## src/rtl/sdclk_pkg.sv

```systemverilog
// Shared types for the card clock generator.
// Assumes the control word is 13 bits, with its fields packed as below.
package sdclk_pkg;

    localparam int DIV_W  = 7;
    localparam int CTRL_W = DIV_W + 6;

    // Control register image, most significant field first.
    typedef struct packed {
        logic [1:0]       width;     // bus width code
        logic             neg_edge;  // launch on falling master edge
        logic             bypass;    // master clock passes straight through
        logic             idle_gate; // run only while the bus is busy
        logic             en;        // clock enable
        logic [DIV_W-1:0] div;       // divide field, period = div + 2
    } ctrl_t;

    // Turns the width code into a data line count.
    function automatic logic [3:0] lines_of(input logic [1:0] code);
        case (code)
            2'b01:   lines_of = 4'd4;
            2'b10:   lines_of = 4'd8;
            default: lines_of = 4'd1;
        endcase
    endfunction

endpackage

```

## src/rtl/sdclk_regs.sv

```systemverilog
// Control register with a write lockout.
// After each accepted write, further writes are dropped for LOCK_CYC cycles.
// Assumes the host port runs on the master clock.
module sdclk_regs
    import sdclk_pkg::*;
#(
    parameter int LOCK_CYC = 7
) (
    input  logic              clk,
    input  logic              rst_n,
    input  logic              wr_en,
    input  logic [CTRL_W-1:0] wr_data,
    output ctrl_t             ctrl_q
);

    localparam int LW = $clog2(LOCK_CYC + 1);

    logic [LW-1:0] lock_q;
    logic          accept;

    assign accept = wr_en && (lock_q == '0);

    // Loads the register on an accepted write.
    always_ff @(posedge clk) begin
        if (!rst_n)      ctrl_q <= '0;
        else if (accept) ctrl_q <= ctrl_t'(wr_data);
    end

    // Counts down the lockout window after an accepted write.
    always_ff @(posedge clk) begin
        if (!rst_n)              lock_q <= '0;
        else if (accept)         lock_q <= LW'(LOCK_CYC);
        else if (lock_q != '0)   lock_q <= lock_q - 1'b1;
    end


    wr_lock_chk: assert property (@(posedge clk) disable iff (!rst_n)
        (lock_q != '0) |=> $stable(ctrl_q));


    reset_zero_chk: assert property (@(posedge clk) disable iff (!rst_n)
        !$past(rst_n) |-> (ctrl_q == '0));

endmodule

```

## src/rtl/sdclk_div.sv

```systemverilog
// Period engine for divided mode.
// It runs a counter over N = div + 2 cycles and drives a registered high phase
// for the first floor(N/2) counts. The divide value is captured only at the
// start of a period. Starting and stopping happen only on period boundaries,
// which always sit in the low phase.
module sdclk_div
    import sdclk_pkg::*;
(
    input  logic             clk,
    input  logic             rst_n,
    input  logic             run_req,
    input  logic [DIV_W-1:0] div_cfg,
    output logic             hi_q,
    output logic             rise_q
);

    localparam int CW = DIV_W + 1;

    logic             run_q,  nxt_run;
    logic [CW-1:0]    cnt_q,  nxt_cnt;
    logic [DIV_W-1:0] dact_q, nxt_dact;
    logic [CW-1:0]    n_act,  nxt_half;
    logic             last,   nxt_hi;

    assign n_act    = CW'(dact_q) + CW'(2);
    assign last     = (cnt_q == n_act - CW'(1));
    assign nxt_half = (CW'(nxt_dact) + CW'(2)) >> 1;

    // Works out the next counter, run flag and active divide value.
    always_comb begin
        nxt_run  = run_q;
        nxt_cnt  = cnt_q;
        nxt_dact = dact_q;
        if (!run_q) begin
            if (run_req) begin
                nxt_run  = 1'b1;
                nxt_cnt  = '0;
                nxt_dact = div_cfg;
            end
        end else if (last) begin
            nxt_cnt = '0;
            if (run_req) nxt_dact = div_cfg;
            else         nxt_run  = 1'b0;
        end else begin
            nxt_cnt = cnt_q + CW'(1);
        end
        nxt_hi = nxt_run && (nxt_cnt < nxt_half);
    end

    // Registers the period state and a glitch-free output phase.
    always_ff @(posedge clk) begin
        if (!rst_n) begin
            run_q  <= 1'b0;
            cnt_q  <= '0;
            dact_q <= '0;
            hi_q   <= 1'b0;
            rise_q <= 1'b0;
        end else begin
            run_q  <= nxt_run;
            cnt_q  <= nxt_cnt;
            dact_q <= nxt_dact;
            hi_q   <= nxt_hi;
            rise_q <= nxt_hi && !hi_q;
        end
    end


    div_switch_chk: assert property (@(posedge clk) disable iff (!rst_n)
        !$stable(dact_q) |-> (cnt_q == '0));


    rise_start_chk: assert property (@(posedge clk) disable iff (!rst_n)
        $rose(hi_q) |-> (cnt_q == '0) && run_q);


    stop_low_chk: assert property (@(posedge clk) disable iff (!rst_n)
        $fell(run_q) |-> !$past(hi_q));

endmodule

```

## src/rtl/sdclk_out.sv

```systemverilog
// Output stage. It selects between the divided phase and the gated master
// clock, and picks the launch edge. The bypass gates change only while the
// clock they gate is low, so gating leaves no partial pulse.
// Assumes the bypass bit is changed only while the clock is stopped.
module sdclk_out (
    input  logic clk,
    input  logic rst_n,
    input  logic run_req,
    input  logic bypass,
    input  logic neg_edge,
    input  logic hi_q,
    input  logic rise_q,
    output logic card_clk,
    output logic clk_en
);

    logic g_hi;  // gate updated while the inverted clock is low
    logic g_lo;  // gate updated while the master clock is low
    logic hi_n;  // divided phase moved onto the falling edge

    // Samples the run request on the rising edge, for the inverted bypass.
    always_ff @(posedge clk) begin
        if (!rst_n) g_hi <= 1'b0;
        else        g_hi <= run_req;
    end

    // Samples the run request and divided phase on the falling edge.
    always_ff @(negedge clk) begin
        if (!rst_n) begin
            g_lo <= 1'b0;
            hi_n <= 1'b0;
        end else begin
            g_lo <= run_req;
            hi_n <= hi_q;
        end
    end

    // Chooses the card clock source and the strobe.
    always_comb begin
        if (bypass) begin
            card_clk = neg_edge ? (~clk & g_hi) : (clk & g_lo);
            clk_en   = g_hi;
        end else begin
            card_clk = neg_edge ? hi_n : hi_q;
            clk_en   = rise_q;
        end
    end

endmodule

```

## src/rtl/sdclk_gen.sv

```systemverilog
// Top of the card clock generator.
// It ties the control register, the period engine and the output stage
// together. The run condition combines enable with the idle-bus gate.
// Assumes a single master clock shared with the host register port.
module sdclk_gen
    import sdclk_pkg::*;
#(
    parameter int LOCK_CYC = 7
) (
    input  logic              clk,
    input  logic              rst_n,
    input  logic              wr_en,
    input  logic [CTRL_W-1:0] wr_data,
    input  logic              bus_busy,
    output logic              card_clk,
    output logic              clk_en,
    output logic [3:0]        width_lines
);

    ctrl_t ctrl_q;
    logic  run_req;
    logic  hi_q;
    logic  rise_q;

    // Clock may run when enabled and, if idle-gated, while the bus is busy.
    assign run_req     = ctrl_q.en && (!ctrl_q.idle_gate || bus_busy);
    assign width_lines = lines_of(ctrl_q.width);

    sdclk_regs #(.LOCK_CYC(LOCK_CYC)) u_regs (
        .clk     (clk),
        .rst_n   (rst_n),
        .wr_en   (wr_en),
        .wr_data (wr_data),
        .ctrl_q  (ctrl_q)
    );

    sdclk_div u_div (
        .clk     (clk),
        .rst_n   (rst_n),
        .run_req (run_req && !ctrl_q.bypass),
        .div_cfg (ctrl_q.div),
        .hi_q    (hi_q),
        .rise_q  (rise_q)
    );

    sdclk_out u_out (
        .clk      (clk),
        .rst_n    (rst_n),
        .run_req  (run_req),
        .bypass   (ctrl_q.bypass),
        .neg_edge (ctrl_q.neg_edge),
        .hi_q     (hi_q),
        .rise_q   (rise_q),
        .card_clk (card_clk),
        .clk_en   (clk_en)
    );


    width_code_chk: assert property (@(posedge clk) disable iff (!rst_n)
        $countones(width_lines) == 1);

endmodule

```

## config.mk

```make
export PLATFORM = sky130hd
export DESIGN_NAME = sdclk_gen
export DESIGN_NICKNAME = d
export VERILOG_FILES = /design/src/rtl/sdclk_pkg.sv /design/src/rtl/sdclk_regs.sv /design/src/rtl/sdclk_div.sv /design/src/rtl/sdclk_out.sv /design/src/rtl/sdclk_gen.sv
export SDC_FILE = /design/constraint.sdc
export NUM_CORES = 1
export LEC_CHECK = 0
export ABC_AREA = 0
export CAP_MARGIN = 10
export CORE_MARGIN = 8
export CORE_UTILIZATION = 30
export DETAILED_ROUTE_END_ITERATION = 12
export DONT_BUFFER_PORTS = 1
export GPL_ROUTABILITY_DRIVEN = 0
export PLACE_DENSITY = 0.56
export SYNTH_ARGS = -nofsm -noshare
export SYNTH_HDL_FRONTEND = slang
export SYNTH_SLANG_ARGS = --single-unit
```

## constraint.sdc

```tcl
create_clock -name clk -period 3.8 [get_ports clk]
set_clock_uncertainty 0.05 [all_clocks]
set_input_delay 0.76 -clock clk [delete_from_list [all_inputs] [get_ports clk]]
set_output_delay 0.76 -clock clk [all_outputs]
set_load 0.05 [all_outputs]
```

==> results.cfg <==
[place]
hpwl_um = 4290
place_area_um2 = 2550
pre_cts_ws_ps = -48.6
io_buffers = 0

[clock_tree]
cts.clk_slew.worst_paths_ps = 80
cts_tree = yes
clkLatencyLatePin_ps = 410
cts-hold-fix-buffers = 0

[critical_path]
cp-start-kind = flop
cp.arrival_ps = 3210
crit_required_ps = 2990
cp_max_fo = 1
cp_slowest_cell = o21ai_4
critPathMaxStageDelay_ps = 340
critPathKind = reg2out
path_cells = and3_1 > a21oi_2 > o21ai_4
critPathTopFamily = compound AO/OA/AOI/OAI gates
end_kind = output port
cp_num_buf_inv = 0

[finish]
area_growth_pct = 27.2
diodes = 0
final_cell_mix = 46 x nand2_1, 33 x dfxtp_1, 30 x a21oi_1
final_cell_area_um2 = 2810
final_net_count = 339
drive_above_1_share = 0.225
final_common_cell = nand2_1
n_fill_cell = 763

[pwr]
pwr_density_cell_nw_per_um2 = 468
leakagePower_nw = 1.17
vdd_drop_max_mv = 0.296
finalPower_mw = 1.32

[global_route]
grt_overflow_total = 0
first_global_vias = 2103
busiest_layer = met2
grt_pass1_wl_um = 9890
grt_max_degree = 27
antenna_found_initial = 0
grt_use_total = 0.122
grt.met2_usage = 0.198
grt_use_met1 = 0.138
grtUsageMet3 = 0.0361

[detailed_routing]
drt_iter0_markers = 219
vias_per_cell = 5.06
routedWlPerCell_um = 14.0
wl_um = 5760
vias = 2074
dr.pass1.iters = 4
detail-route-antenna-nets = 0
route.detailed.drc = 0

[synthesis]
synth_edf_count = 0
avgSynthCellArea_um2 = 7.84
yosysWarnings = 0
synthDistinctLibCells = 53
yosys_most_used_dff = dfxtp_1
ys_ff_latch = 37
ys_seq_area_frac = 0.335
netlist_area_um2 = 2210
netlist_instances = 282
syn_nets = 312
synth_async_sr_flop_share = 0

[floorplanning]
row_count = 31
initial_core_util = 0.307
die_h_um = 102
pin_count = 23
dieArea_um2 = 10400
core-area_um2 = 7210
die_w_um = 102

[status]
outcome = finished with violations
violations = setup timing

[sta]
maxSlewViolCount = 0
setup-tns-final_ps = -220
finalHoldViolations = 0
tightest_slew_ps = 967
setup_slack_ps = -220
rsz0062_at_grt = true
relSlewSlack = 0.351
setup_viol = 2

[job]
cap_violations = 0

[worst_hold_path]
hold_class = reg2reg
[final timing paths]
kind,start,to,slack (ps),cells after the start
worst max-delay path,u_out.g_lo$_DFF_N_,card_clk,-220,3
worst min-delay path,u_regs.ctrl_q[7]$_SDFFE_PN0P_,u_regs.ctrl_q[7]$_SDFFE_PN0P_,400,2
worst max register to register,u_div.cnt_q[2]$_SDFF_PN0_,u_div.rise_q$_SDFF_PN0_,140,14
worst min register to register,u_regs.ctrl_q[7]$_SDFFE_PN0P_,u_regs.ctrl_q[7]$_SDFFE_PN0P_,400,2
[metrics by stage]
stage	hold WS, ps	utilization	instances
floorplan	383	-	282
global placement	391	0.353	393
detailed placement	396	0.353	393
CTS	406	0.382	409
global route	397	0.390	410
finish	404	0.390	410
[timing repair]
action | CTS | global route
pin swaps | 7 | 4
setup buffers | 2 | 1
setup endpoints to repair | 3 | 4
gates resized for setup | 5 | 12
[logic make-up (layout without fill, tap and decap cells)]
group                    after synthesis  after routing  share of synthesized area
AO/OA/AOI/OAI                         72             72                      0.203
XOR/XNOR                              13             13                     0.0515
adder cells (fa/ha/maj)               13             13                     0.0735
buffers and inverters                 31             60                     0.0566
flip-flops                            37             37                      0.335
multiplexers                           8              8                     0.0373
other                                  1              1                    0.00170
AND/OR/NAND/NOR                      107            107                      0.242
[flip-flops by register name, summed over array words and instances, names as in the netlist]
name / flops
u_regs.ctrl_q: 13
u_div.cnt_q: 8
u_div.dact_q: 7
u_regs.lock_q: 3
u_div.hi_q: 1
u_div.rise_q: 1
u_div.run_q: 1
u_out.g_hi: 1
u_out.g_lo: 1
u_out.hi_n: 1
[cell type report]
| cell class | instances | area, um2 | share of cell area |
|---|---|---|---|
| multi-input cells | 214 | 1470 | 0.522 |
| flip-flops and latches | 37 | 753 | 0.268 |
| repair buffers | 29 | 230 | 0.0818 |
| clock buffers | 11 | 131 | 0.0467 |
| well taps | 99 | 124 | 0.0440 |
| inverters | 16 | 60.1 | 0.0213 |
| clock inverters | 4 | 46.3 | 0.0165 |
[synth_stat cells, types with 2 or more instances]
cell       number  area [um2]
nand3b_1        3        22.5
and4b_1         2        20.0
a31o_2          2        17.5
nor3_1          2        10.0
nand4_1         5        31.3
and3_1          4        25.0
o21ai_0        14        70.1
o311a_1         2        20.0
ha_1           13         163
mux2i_1         6        60.1
a31oi_1         3        18.8
clkbuf_1        8        30.0
dfxtp_1        37         741
clkbuf_2        2        10.0
nand3_1         8        40.0
inv_1          16        60.1
mux2_2          2        22.5
nand2b_1        3        18.8
buf_2           2        10.0
and2_1          6        37.5
or2_2           3        18.8
and3_2          2        15.0
nor2_1         15        56.3
a21oi_1        31         155
o2111ai_1       2        17.5
o21a_1          2        15.0
nand2_1        46         173
a21o_1          4        30.0
o2bb2ai_1       2        17.5
xnor2_1         6        52.6
xor2_1          7        61.3
[metal layers]
layer | wire (um) | part of all wire
met5 | 0 | 0
met4 | 183 | 0.032
met3 | 311 | 0.054
met2 | 2790 | 0.48
met1 | 2470 | 0.43
[worst min-delay path, cell delays in order, from the launching register on]
cell,delay (ps)
dfxtp_1,310
nand2_1,50
a21oi_1,50
[power breakdown]
group	internal (mW)	total [mW]	switching, mW
logic	0.135	0.347	0.211
clock network	0.297	0.490	0.192
registers	0.438	0.481	0.0433
Note: power is estimated with default switching activity, not from simulation.
